$ cat src/rtl/rdirq_pkg.sv
package rdirq_pkg;
  typedef enum logic [1:0] {
    ST_IDLE    = 2'd0,
    ST_FETCH   = 2'd1,
    ST_READY   = 2'd2,
    ST_RELEASE = 2'd3
  } seq_state_e;
endpackage

$ cat src/rtl/rdirq_regfile.sv
module rdirq_regfile #(
  parameter int ADDR_W = 3,
  parameter int DATA_W = 8
) (
  input  logic              clk_i,
  input  logic              rst_ni,
  input  logic              wr_en_i,
  input  logic [ADDR_W-1:0] wr_addr_i,
  input  logic [DATA_W-1:0] wr_data_i,
  input  logic [ADDR_W-1:0] rd_addr_i,
  output logic [DATA_W-1:0] rd_data_o
);
  // top address is reserved for status, so one fewer storage entry
  localparam int NREG = (1 << ADDR_W) - 1;

  logic [NREG-1:0][DATA_W-1:0] regs_q;

  always_ff @(posedge clk_i or negedge rst_ni) begin
    if (!rst_ni) begin
      regs_q <= '0;
    end else begin
      for (int i = 0; i < NREG; i++) begin
        if (wr_en_i && (wr_addr_i == ADDR_W'(i))) regs_q[i] <= wr_data_i;
      end
    end
  end

  always_comb begin
    rd_data_o = '0;
    for (int i = 0; i < NREG; i++) begin
      if (rd_addr_i == ADDR_W'(i)) rd_data_o = regs_q[i];
    end
  end
endmodule

$ cat src/rtl/rdirq_pending.sv
module rdirq_pending #(
  parameter int N_SRC = 4
) (
  input  logic             clk_i,
  input  logic             rst_ni,
  input  logic [N_SRC-1:0] evt_i,
  input  logic             clr_i,
  input  logic             err_set_i,
  output logic [N_SRC-1:0] pend_o,
  output logic             err_o
);
  logic [N_SRC-1:0] pend_q;
  logic             err_q;

  // a clear and a fresh event on the same edge keep the fresh one
  always_ff @(posedge clk_i or negedge rst_ni) begin
    if (!rst_ni) begin
      pend_q <= '0;
      err_q  <= 1'b0;
    end else begin
      pend_q <= (clr_i ? '0 : pend_q) | evt_i;
      err_q  <= (clr_i ? 1'b0 : err_q) | err_set_i;
    end
  end

  assign pend_o = pend_q;
  assign err_o  = err_q;

  AST_EVT_STICKY: assert property (@(posedge clk_i) disable iff (!rst_ni)
    (|evt_i) |=> ((pend_q & $past(evt_i)) == $past(evt_i)));
  AST_ERR_STICKY: assert property (@(posedge clk_i) disable iff (!rst_ni)
    err_set_i |=> err_q);
  AST_HOLD_NO_CLR: assert property (@(posedge clk_i) disable iff (!rst_ni)
    (!clr_i && (|pend_q)) |=> ((pend_q & $past(pend_q)) == $past(pend_q)));
endmodule

$ cat src/rtl/rdirq_seq.sv
module rdirq_seq
  import rdirq_pkg::*;
(
  input  logic clk_i,
  input  logic rst_ni,
  input  logic rd_cmd_i,
  input  logic data_rd_i,
  input  logic pend_any_i,
  output logic accept_o,
  output logic capture_o,
  output logic reject_o,
  output logic irq_no,
  output logic data_oe_o
);
  seq_state_e state_q, state_d;

  assign accept_o  = (state_q == ST_IDLE) && rd_cmd_i;
  assign reject_o  = (state_q != ST_IDLE) && rd_cmd_i;
  assign capture_o = (state_q == ST_FETCH);

  always_comb begin
    state_d = state_q;
    unique case (state_q)
      ST_IDLE:    if (rd_cmd_i) state_d = ST_FETCH;
      ST_FETCH:   state_d = ST_READY;
      ST_READY:   if (data_rd_i) state_d = ST_RELEASE;
      ST_RELEASE: state_d = ST_IDLE;
      default:    state_d = ST_IDLE;
    endcase
  end

  always_ff @(posedge clk_i or negedge rst_ni) begin
    if (!rst_ni) state_q <= ST_IDLE;
    else         state_q <= state_d;
  end

  // line owned by data-ready outside idle; pending only shows when idle
  assign irq_no    = !((state_q == ST_READY) || ((state_q == ST_IDLE) && pend_any_i));
  assign data_oe_o = (state_q == ST_READY);

  AST_FETCH_QUIET: assert property (@(posedge clk_i) disable iff (!rst_ni)
    accept_o |=> (irq_no && !data_oe_o));
  AST_DATA_READY: assert property (@(posedge clk_i) disable iff (!rst_ni)
    capture_o |=> (!irq_no && data_oe_o));
  AST_RELEASE_HIGH: assert property (@(posedge clk_i) disable iff (!rst_ni)
    (data_oe_o && data_rd_i) |=> (irq_no && !data_oe_o));
  AST_STRAY_STROBE: assert property (@(posedge clk_i) disable iff (!rst_ni)
    (state_q == ST_IDLE && data_rd_i && !rd_cmd_i) |=> !data_oe_o);
endmodule

$ cat src/rtl/rdreg_irq_bridge.sv
module rdreg_irq_bridge #(
  parameter int ADDR_W = 3,
  parameter int DATA_W = 8,
  parameter int N_SRC  = 4
) (
  input  logic              clk_i,
  input  logic              rst_ni,
  input  logic              rd_cmd_i,
  input  logic              wr_cmd_i,
  input  logic [ADDR_W-1:0] cmd_addr_i,
  input  logic [DATA_W-1:0] wr_data_i,
  input  logic              data_rd_i,
  input  logic [N_SRC-1:0]  evt_i,
  output logic [DATA_W-1:0] data_o,
  output logic              data_oe_o,
  output logic              irq_no,
  output logic              rd_err_o
);
  localparam logic [ADDR_W-1:0] STAT_ADDR = {ADDR_W{1'b1}};

  logic              accept, capture, reject;
  logic [ADDR_W-1:0] addr_q;
  logic [DATA_W-1:0] reg_rdata, stat_word, data_q;
  logic [N_SRC-1:0]  pend;
  logic              err;
  logic              is_stat;

  always_ff @(posedge clk_i or negedge rst_ni) begin
    if (!rst_ni)     addr_q <= '0;
    else if (accept) addr_q <= cmd_addr_i;
  end

  assign is_stat = (addr_q == STAT_ADDR);

  rdirq_regfile #(.ADDR_W(ADDR_W), .DATA_W(DATA_W)) u_regs (
    .clk_i     (clk_i),
    .rst_ni    (rst_ni),
    .wr_en_i   (wr_cmd_i && (cmd_addr_i != STAT_ADDR)),
    .wr_addr_i (cmd_addr_i),
    .wr_data_i (wr_data_i),
    .rd_addr_i (addr_q),
    .rd_data_o (reg_rdata)
  );

  rdirq_pending #(.N_SRC(N_SRC)) u_pend (
    .clk_i     (clk_i),
    .rst_ni    (rst_ni),
    .evt_i     (evt_i),
    .clr_i     (capture && is_stat),
    .err_set_i (reject),
    .pend_o    (pend),
    .err_o     (err)
  );

  rdirq_seq u_seq (
    .clk_i      (clk_i),
    .rst_ni     (rst_ni),
    .rd_cmd_i   (rd_cmd_i),
    .data_rd_i  (data_rd_i),
    .pend_any_i (|pend),
    .accept_o   (accept),
    .capture_o  (capture),
    .reject_o   (reject),
    .irq_no     (irq_no),
    .data_oe_o  (data_oe_o)
  );

  always_comb begin
    stat_word = '0;
    stat_word[DATA_W-1] = err;
    stat_word[N_SRC-1:0] = pend;
  end

  always_ff @(posedge clk_i or negedge rst_ni) begin
    if (!rst_ni)      data_q <= '0;
    else if (capture) data_q <= is_stat ? stat_word : reg_rdata;
  end

  assign data_o   = data_q;
  assign rd_err_o = err;

  AST_IDLE_EVT: assert property (@(posedge clk_i) disable iff (!rst_ni)
    (!data_oe_o && irq_no && !rd_cmd_i && !capture && (|evt_i) && !reject && $past(!rd_cmd_i))
      |=> (!irq_no || data_oe_o || $past(data_rd_i)));
  AST_DATA_HELD: assert property (@(posedge clk_i) disable iff (!rst_ni)
    (data_oe_o && !data_rd_i) |=> $stable(data_o));
endmodule

$ cat config.mk
export PLATFORM = sky130hd
export DESIGN_NAME = rdreg_irq_bridge
export DESIGN_NICKNAME = d
export VERILOG_FILES = /design/src/rtl/rdirq_pkg.sv /design/src/rtl/rdirq_regfile.sv /design/src/rtl/rdirq_pending.sv /design/src/rtl/rdirq_seq.sv /design/src/rtl/rdreg_irq_bridge.sv
export SDC_FILE = /design/constraint.sdc
export NUM_CORES = 1
export LEC_CHECK = 0
export BUFFER_PORTS_ARGS = -buffer_cell sky130_fd_sc_hd__buf_2
export CAP_MARGIN = 20
export CORE_AREA = 4 4 105 107
export DETAILED_ROUTE_END_ITERATION = 12
export DIE_AREA = 0 0 109 111
export HOLD_SLACK_MARGIN = 0.12
export PLACE_DENSITY = 0.53
export SETUP_SLACK_MARGIN = 0.5
export SLEW_MARGIN = 0
export SYNTH_ARGS = -nofsm -noshare
export SYNTH_HDL_FRONTEND = slang
export SYNTH_HIERARCHICAL = 1
export SYNTH_SLANG_ARGS = --single-unit
$ cat constraint.sdc
create_clock -name clk_i -period 2.2 [get_ports clk_i]
set_clock_uncertainty 0.05 [all_clocks]
set_input_delay 0.11 -clock clk_i [delete_from_list [all_inputs] [get_ports clk_i]]
set_output_delay 0.11 -clock clk_i [all_outputs]
set_load 0.005 [all_outputs]
== Word-level counts from Yosys, hierarchy flattened ==
Cells that the tools add are included.

* Register bits after elaboration: 74
* Latch bits: 0
* Memory bits (writable): 0
* Bits in read-only memories: 0
* Input port bits: 20
* Logic and storage cells: 66
* Memories kept: 0

* Add/subtract/negate cells: 0
* $mul: 0
* Div/mod/pow operators: 0
* Order comparisons: 0
* Eq/ne operators: 19
* Shift-type cells: 0
* Mux-type cells: 13
* Bitwise logic cells: 2
* Reductions and logical operators: 20

{| class="wikitable"
|+ Operator list
! kind !! count
|-
| 2-to-1 mux 8 bit || 8
|-
| == test 3 bit (second input constant) || 7
|-
| == test 3 x 2 -> 1 bit (second input constant) || 4
|-
| logical AND 1 bit || 12
|-
| case mux 2 bit (4 select lines) || 1
|-
| == test 3 x 1 -> 1 bit (second input constant) || 2
|-
| logical NOT 3 bit || 2
|-
| == test 2 bit (second input constant) || 2
|-
| 2-to-1 mux 2 bit || 2
|-
| 2-to-1 mux 4 bit || 1
|-
| inequality test 2 bit (second input constant) || 2
|-
| bitwise OR 4 bit || 1
|-
| OR reduction 4 bit || 1
|-
| inequality test 3 bit (second input constant) || 1
|-
| == test 2 x 1 -> 1 bit (second input constant) || 1
|-
| logical NOT 2 bit || 1
|-
| AND reduction 2 bit || 1
|-
| nonzero test 2 bit || 1
|-
| logical NOT 1 bit || 1
|-
| logical OR 1 bit || 1
|-
| 2-to-1 mux 1 bit || 1
|-
| bitwise OR 1 bit || 1
|}

== Logic depth before layout (Yosys ltp) ==
Gate-level depths: netlist of run 1.

* Depth in word-level cells: 9
* Depth in mapped cells: 7
* Depth with buffers taken out: 5

== By module ==
Netlist of run 1, hierarchy kept.

{| class="wikitable"
|+ Modules (own cells, without submodules)
! module !! instances !! cells an instance !! area an instance (um^2) !! sequential area each (um^2)
|-
| rdirq_regfile || 1 || 166 || 2603.7 || 1401.3
|-
| rdreg_irq_bridge || 1 || 52 || 490.5 || 275.3
|-
| rdirq_seq || 1 || 18 || 193.9 || 50.0
|-
| rdirq_pending || 1 || 11 || 166.4 || 125.1
|}

== Worst setup path before layout of run 1 ==
Ideal clock, no wire load.

* Path type: register -> register
* Start point: register addr_q[1]
* End point: register data_q[0] (netlist: data_o[0])
* Library setup time: 130 ps
* Arrival time: 1456 ps
* Path slack: 564 ps
* Cell stages (with the launch flop): 6
* Period minus slack after synthesis: 1636 ps
* Cell sequence: dfrtp_1 > buf_2 > mux4_2 > mux2_2 > nand2_1 > a31oi_1

* Cells in the longest elaborated chain, start to end: 9

{| class="wikitable"
|+ RTL lines
! what !! line !! text
|-
| start: declaration || rdreg_irq_bridge.sv:22 || <nowiki>logic [ADDR_W-1:0] addr_q;</nowiki>
|-
| start signal: assignment || rdreg_irq_bridge.sv:30 || <nowiki>else if (accept) addr_q <= cmd_addr_i;</nowiki>
|-
| logical NOT 3 bit || rdirq_regfile.sv:31 || <nowiki>if (rd_addr_i == ADDR_W'(i)) rd_data_o = regs_q[i];</nowiki>
|-
| 2-to-1 mux 8 bit (6 in a row) || rdirq_regfile.sv:31 ||
|-
| 2-to-1 mux 8 bit (*) || rdirq_regfile.sv:31 ||
|-
| named net reg_rdata[0] || rdreg_irq_bridge.sv:23 || <nowiki>logic [DATA_W-1:0] reg_rdata, stat_word, data_q;</nowiki>
|-
| 2-to-1 mux 8 bit (*) || rdreg_irq_bridge.sv:76 || <nowiki>else if (capture) data_q <= is_stat ? stat_word : reg_rdata;</nowiki>
|-
| end signal: assignment || rdreg_irq_bridge.sv:76 ||
|-
| end: declaration || rdreg_irq_bridge.sv:23 ||
|}

Mark *: on every way through the listed nets, which the timed path passes. The rest lies on a longest branch.
A chain may end at the register's enable or synchronous reset.

== Final worst setup path of run 1 ==
* Start point: register u_pend.pend_q[3] (netlist: u_pend/pend_o[3])
* End point: output port irq_no

* Cells in the longest elaborated chain, start to end: 4

{| class="wikitable"
|+ RTL lines
! what !! line !! text
|-
| start: declaration || rdirq_pending.sv:12 || <nowiki>logic [N_SRC-1:0] pend_q;</nowiki>
|-
| start signal: assignment || rdirq_pending.sv:21 || <nowiki>pend_q <= (clr_i ? '0 : pend_q) | evt_i;</nowiki>
|-
| OR reduction 4 bit || rdreg_irq_bridge.sv:60 || <nowiki>.pend_any_i (|pend),</nowiki>
|-
| logical AND 1 bit || rdirq_seq.sv:38 || <nowiki>assign irq_no = !((state_q == ST_READY) || ((state_q == ST_IDLE) && pend_any_i));</nowiki>
|-
| logical OR 1 bit || rdirq_seq.sv:38 ||
|-
| logical NOT 1 bit || rdirq_seq.sv:38 ||
|-
| end: declaration || rdreg_irq_bridge.sv:16 || <nowiki>output logic irq_no,</nowiki>
|}

No other way between the ends.

==> results of run 1 <==
-- flip-flops by register name, summed over array words and instances, names as in the netlist --
name and count:
u_regs/regs_q 56, u_seq/state_q 2, u_pend/pend_o 4, u_pend/err_o 1
addr_q 3, data_o 8
-- through the flow --
step / setup WS, ps / cell area [µm²] / hold slack [ps] / util [%] / std cells
after floorplan: 564 / 3450 / -236 / - / 247
after global placement: 365 / 3840 / 90.1 / 37.9 / 417
after detailed placement: 347 / 3840 / 96.2 / 37.9 / 417
after CTS: 496 / 4230 / 168 / 41.7 / 453
after global routing: 459 / 4290 / 184 / 42.3 / 458
final: 530 / 4290 / 187 / 42.3 / 458
-- repair_timing --
item,in CTS,in global routing
gates resized for setup,5,5
endpoints found under the hold margin,86,0
pin swaps,0,1
buffers inserted,4,5
hold buffers,16,0
endpoints found under the setup margin,14,8
-- routing by layer --
metal | GRT usage, % | wire [µm] | share of wire (%) | vias to the layer above
met5 | 0 | 0 | 0 | -
met4 | 4.80 | 106 | 1.4 | 0
li1 | - | - | - | 1034
met3 | 2.80 | 237 | 3.1 | 8
met2 | 21.6 | 3570 | 47 | 38
met1 | 18.7 | 3670 | 48 | 1124
-- cells by family after synthesis --
family / synth area share [%]
flip-flops: 53.6
AO/OA/AOI/OAI: 5.94
buffers and inverters: 2.50
adder cells (fa/ha/maj): 1.81
multiplexers: 28.8
AND/OR/NAND/NOR: 7.35
-- cell type report --
cell class,count,share of cell area [%]
Tap cell,136,3.96
Timing Repair Buffer,69,11.8
Inverter,9,0.787
Clock inverter,5,1.28
Sequential cell,74,43.2
Multi-Input combinational cell,154,35.8
Clock buffer,11,3.06
-- final timing paths --
kind	start	depth (start not counted)	end	slack (ps)
min in group asynchronous	rst_ni	2	u_regs/regs_q[44]$_DFFE_PN0P_	240
max in group asynchronous	rst_ni	4	u_regs/regs_q[5]$_DFFE_PN0P_	1050
setup / recovery	u_pend/pend_o[3]$_DFF_PN0_	3	irq_no	530
hold reg to reg	u_regs/regs_q[30]$_DFFE_PN0P_	1	u_regs/regs_q[30]$_DFFE_PN0P_	450
setup reg to reg	addr_q[1]$_DFFE_PN0P_	5	data_o[3]$_DFFE_PN0P_	560
hold / removal	cmd_addr_i[0]	2	addr_q[0]$_DFFE_PN0P_	190
-- placed cells by master (no fill, tap or decap), types with 3 or more instances in the layout --
cell	count
sky130_fd_sc_hd__dfrtp_2	3
sky130_fd_sc_hd__nand4b_1	3
sky130_fd_sc_hd__inv_1	7
sky130_fd_sc_hd__a31oi_1	6
sky130_fd_sc_hd__dlygate4sd3_1	16
sky130_fd_sc_hd__mux2_4	3
sky130_fd_sc_hd__o2bb2ai_1	4
sky130_fd_sc_hd__a21o_1	5
sky130_fd_sc_hd__buf_2	30
sky130_fd_sc_hd__a2bb2oi_1	4
sky130_fd_sc_hd__dfrtp_1	71
sky130_fd_sc_hd__nand2_1	9
sky130_fd_sc_hd__nand3_1	4
sky130_fd_sc_hd__ha_1	5
sky130_fd_sc_hd__nor2_1	10
sky130_fd_sc_hd__a21oi_1	4
sky130_fd_sc_hd__mux2i_1	9
sky130_fd_sc_hd__clkbuf_8	9
sky130_fd_sc_hd__mux4_2	8
sky130_fd_sc_hd__o21ai_1	3
sky130_fd_sc_hd__mux2_2	61
sky130_fd_sc_hd__buf_4	21
-- report_power, final --
part | switching [mW] | internal, mW
registers | 0.278 | 1.74
logic | 0.812 | 1.09
clock network | 0.488 | 0.521
total | 1.58 | 3.36
==> implementation parameters, run 1 <==
Parameter                              Value

Status
  Outcome    complete, no violations

GRT
  Wire length of the first global-routing pass    12.7 mm
  Initial antenna violation count    0
  Total GRT Usage    13.7%
  Largest net degree at the start of global routing    41
  Sum of overflow across all layers after global routing    0
  Vias in the first global route    2,412

Power
  Overall power after layout    4.93 mW
  Leakage power    1.87 nW
  Pwr Density    1150 nW/µm²
  Max VDD drop    364 µV

Synthesis
  Flip-flop and latch count after synthesis    74
  Synthesized area per cell    14.0 µm²
  Commonest cells post-synth    74 x sky130_fd_sc_hd__dfrtp_1, 63 x sky130_fd_sc_hd__mux2_2, 11 x sky130_fd_sc_hd__nand2_1
  Top FF cell, synth    sky130_fd_sc_hd__dfrtp_1
  Top cells by area, synth    sky130_fd_sc_hd__dfrtp_1 54%, sky130_fd_sc_hd__mux2_2 21%, sky130_fd_sc_hd__mux4_2 5.2%
  Area of the mapped netlist    3450 µm²
  Yosys warning count    6
  Cell type with the largest total area after synthesis    sky130_fd_sc_hd__dfrtp_1
  Number of library cell types mapped by synthesis    28
  Syn Inst Count    247
  Cell with the most instances after synthesis    sky130_fd_sc_hd__dfrtp_1
  Number of synthesized flops with an enable pin    0
  Sequential element share of the synthesized area    53.6%
  Post-synth ARST share    100%
  Synthesized net count    272
  Area share of the largest cell type after synthesis    53.6%

Detailed routing
  # DRC    0
  Average via count per standard cell    4.81
  Iteration-0 DRC Markers    85
  Routed Wire Length    7.58 mm
  Wire length per cell    16.6 µm
  Remaining antenna violation count after routing    0
  Routed via count    2,204
  Number of optimization iterations in the first detailed-route pass    4

Timing
  RSZ-0062 raised after global routing    yes
  Clock period minus worst slack    1670 ps
  Worst Max-Slew Pin Slew    569 ps
  Final count of hold timing violations    0
  Slew Limit Headroom    62.1%
  Highest clock frequency the design can meet    0.599 GHz
  Final total negative setup slack    0 ps
  Final clock period utilization by the worst path    75.9%
  Final setup fails    0
  Final Max Tran Viols    0

Critical path
  Kind of cell adding the most delay to the critical path    simple AND/OR/NAND/NOR gates
  Critical Path AT    1510 ps
  Crit path buf inv count    1
  Worst path cell trace    or4_4 > a21oi_2 > buf_2
  Delay of the slowest cell on the worst path    540 ps
  Cell with the largest stage delay on the worst path    sky130_fd_sc_hd__or4_4
  Kind of launch point of the worst setup path    register
  Largest fanout on the critical path    2
  Kind of end point of the critical path    primary output
  Req. time, crit path    2040 ps
  Category of the most critical setup path    reg2out

Final layout
  Diode insertion count for antenna repair    0
  Total area of multi-input combinational cells    1540 µm²
  Share of layout cells above drive strength 1    48.1%
  Final net count    342
  Count of filler cells inserted in the layout    952
  Combined flip-flop and latch cell area    1860 µm²
  Layout Area Growth over Synthesis    24.3%

Clock tree
  Inserted Clock Buffers    9
  Worst-path clk slew    80 ps
  CTS H-tree depth    3
  Buffers from clock root to sink, at most    2
  Clock tree from TritonCTS    built
  Clock latency on the worst-skew pair    340 ps
  TritonCTS sink count    74
  CTS root buf    sky130_fd_sc_hd__clkbuf_8

Run
  Number of max-capacitance violations reported    0

Placement
  Placer Congestion    0.747
  I/O Buffers    30
  HPWL after DPL    5.19 mm

Floorplanning
  Initial Utilization    34.1%
  Top-level I/O count    31
  Die H    111 µm
  DIE AREA    12,100 µm²
  Floorplan die width    109 µm
  Core Rows    37
  Floorplan Core Area    10,100 µm²

Min path
  Path type of the worst min-delay path    in2reg
Note: power is estimated with default switching activity, not from simulation.
==> inputs of run 2 (changes only) <==
clock period = 1.7 ns   (was 2.2 ns; I/O delays follow)
==> run 2 against run 1 <==
  * Critical path depth did not move
  * Via count rose by 3.3%
  * Design area rose by 14%
  * Routed wire length rose by 16%
  * Sequential cell count did not move
  * Power rose by 56%
  * Worst hold slack got worse by 44 ps
  * Clock-buffer cell count rose by 3
  * Combinational power rose by 88%
  * Non-clock buffer count rose by 17
  * Critical endpoint unchanged
  * Largest cell class unchanged
  * Largest power group is now combinational logic
==> implementation parameters, run 2 (same netlist as run 1, synthesis figures left out) <==
Parameter                              Value

Floorplanning
  Floorplan die width    109 µm
  Top-level I/O count    31
  Core Rows    37
  Floorplan Core Area    10,100 µm²
  Initial Utilization    34.1%
  DIE AREA    12,100 µm²
  Die H    111 µm

Critical path
  Category of the most critical setup path    reg2out
  Worst path cell trace    or4_4 > a21oi_2 > buf_2
  End of the critical path    irq_no
  Delay of the slowest cell on the worst path    540 ps
  Critical R2R Launch    addr_q[1]$_DFFE_PN0P_
  R2R depth    5
  Largest fanout on the critical path    2
  Register-to-register path setup slack    60 ps
  Kind of cell adding the most delay to the critical path    simple AND/OR/NAND/NOR gates
  Launching instance or port of the critical path    u_pend/pend_o[3]$_DFF_PN0_
  Req. time, crit path    1560 ps
  Reg2Reg Capture Point    data_o[1]$_DFFE_PN0P_
  Depth of the critical timing path with buffers and inverters included    3
  Critical Path AT    1510 ps
  Kind of launch point of the worst setup path    register
  Kind of end point of the critical path    primary output
  Cell with the largest stage delay on the worst path    sky130_fd_sc_hd__or4_4
  Crit path buf inv count    1

Clock tree
  Worst-path clk slew    80 ps
  Clock latency on the worst-skew pair    350 ps
  TritonCTS sink count    74
  CTS H-tree depth    3
  Buffers from clock root to sink, at most    2
  Clock tree from TritonCTS    built
  Inserted Clock Buffers    9
  CTS root buf    sky130_fd_sc_hd__clkbuf_8

Detailed routing
  Number of optimization iterations in the first detailed-route pass    4
  Routed via count    2,277
  Routed Wire Length    8.77 mm
  Remaining antenna violation count after routing    0
  # DRC    0
  Wire length per cell    18.5 µm
  Iteration-0 DRC Markers    82
  Average via count per standard cell    4.79

Timing
  Highest clock frequency the design can meet    0.606 GHz
  Final total negative setup slack    0 ps
  RSZ-0062 raised after global routing    yes
  Clock period minus worst slack    1650 ps
  Final setup fails    0
  Final Max Tran Viols    0
  Slew Limit Headroom    73.8%
  Final worst setup slack    50.3 ps
  Worst Max-Slew Pin Slew    393 ps
  Final clock period utilization by the worst path    97.0%
  Worst hold-check slack    143 ps
  Final count of hold timing violations    0

Final layout
  Layout Area Growth over Synthesis    41.6%
  Count of filler cells inserted in the layout    900
  Count of placed standard cells in the final layout, fillers left out    475
  Fraction of the core area covered by cells at the end of the flow    48.2%
  Leading cell types in the layout, fill and taps excluded    71 x sky130_fd_sc_hd__dfrtp_1, 38 x sky130_fd_sc_hd__mux2_4, 29 x sky130_fd_sc_hd__buf_2
  Leading cell type in the layout, fill and taps excluded    sky130_fd_sc_hd__dfrtp_1
  Final net count    359
  Diode insertion count for antenna repair    0
  Share of layout cells above drive strength 1    58.1%
  Cell area after layout    4890 µm²
  Largest reg by FF count    u_regs/regs_q
  Max FFs per register    56

Run
  Number of max-capacitance violations reported    0

GRT
  Sum of overflow across all layers after global routing    0
  Total GRT Usage    15.6%
  Largest net degree at the start of global routing    30
  Initial antenna violation count    0
  Wire length of the first global-routing pass    14.1 mm
  Vias in the first global route    2,459

Placement
  I/O Buffers    30
  Dpl cell area    4130 µm²
  Placed cell count    421
  HPWL after DPL    5.53 mm
  Minimum setup slack after placement    25.8 ps
  Placer Congestion    0.748

Power
  Pwr Density    1580 nW/µm²
  Leakage power    2.13 nW
  Overall power after layout    7.70 mW
  Max VDD drop    750 µV

Status
  Outcome    complete, no violations

Min path
  Path type of the worst min-delay path    in2async
run 2: cell types whose count changed in the layout (fill, tap and decap cells not counted), sizes merged:
cell      delta
bufinv       +1
clkbuf       +3
clkinvlp     -2
clkinv       -2
buf         +17
run 2: cell type report:
type,count,area [µm²],share of cell area [%]
clock inverter,2,60.1,1.23
timing repair buffer,86,791,16.2
inverter,9,41.3,0.844
sequential,74,1860,37.9
clock buffer,14,153,3.12
tap,136,170,3.48
multi-input combinational,154,1820,37.2
run 2: how the worst min path moves through the flow:
| stage | start | endpoint | slack [ps] | depth (start not counted) |
|---|---|---|---|---|
| after CTS | rst_ni | u_regs/regs_q[40]$_DFFE_PN0P_ | 150 | 2 |
| final | rst_ni | u_regs/regs_q[40]$_DFFE_PN0P_ | 140 | 2 |
| after floorplan | rst_ni | addr_q[0]$_DFFE_PN0P_ | -260 | 0 |
| after detailed placement | rst_ni | u_regs/regs_q[40]$_DFFE_PN0P_ | -10 | 1 |
| after global placement | rst_ni | u_regs/regs_q[40]$_DFFE_PN0P_ | -10 | 1 |
| after global routing | rst_ni | u_regs/regs_q[8]$_DFFE_PN0P_ | 180 | 2 |
run 2: routing by layer:
metal	wire length [µm]	global-route usage, %	up-vias
li1	-	-	1066
met4	184	7.07	0
met1	4310	22.7	1169
met2	4110	23.1	31
met3	170	1.92	11
met5	0	0	-
run 2: report_power, final:
| group | total (mW) | internal [mW] | leakage, nW | switching (mW) |
|---|---|---|---|---|
| clock network | 1.53 | 0.871 | 0.105 | 0.657 |
| logic | 3.57 | 2.13 | 1.15 | 1.44 |
| registers | 2.60 | 2.26 | 0.869 | 0.345 |
run 2: worst reg2reg max path: stages (launching register included):
cell,delay (ps)
sky130_fd_sc_hd__dfrtp_2,400
sky130_fd_sc_hd__buf_12,150
sky130_fd_sc_hd__mux4_2,500
sky130_fd_sc_hd__mux2_4,290
sky130_fd_sc_hd__nand2_2,60
sky130_fd_sc_hd__a31oi_1,80
run 2: timing repair:
action                                 4_1_cts  5_1_grt
gates resized for setup                     22       26
setup endpoints to repair                   20       34
setup buffers                               14        6
hold buffers                                16        0
pin swaps                                    9       13
cloned                                       2        0
endpoints found under the hold margin      138        0
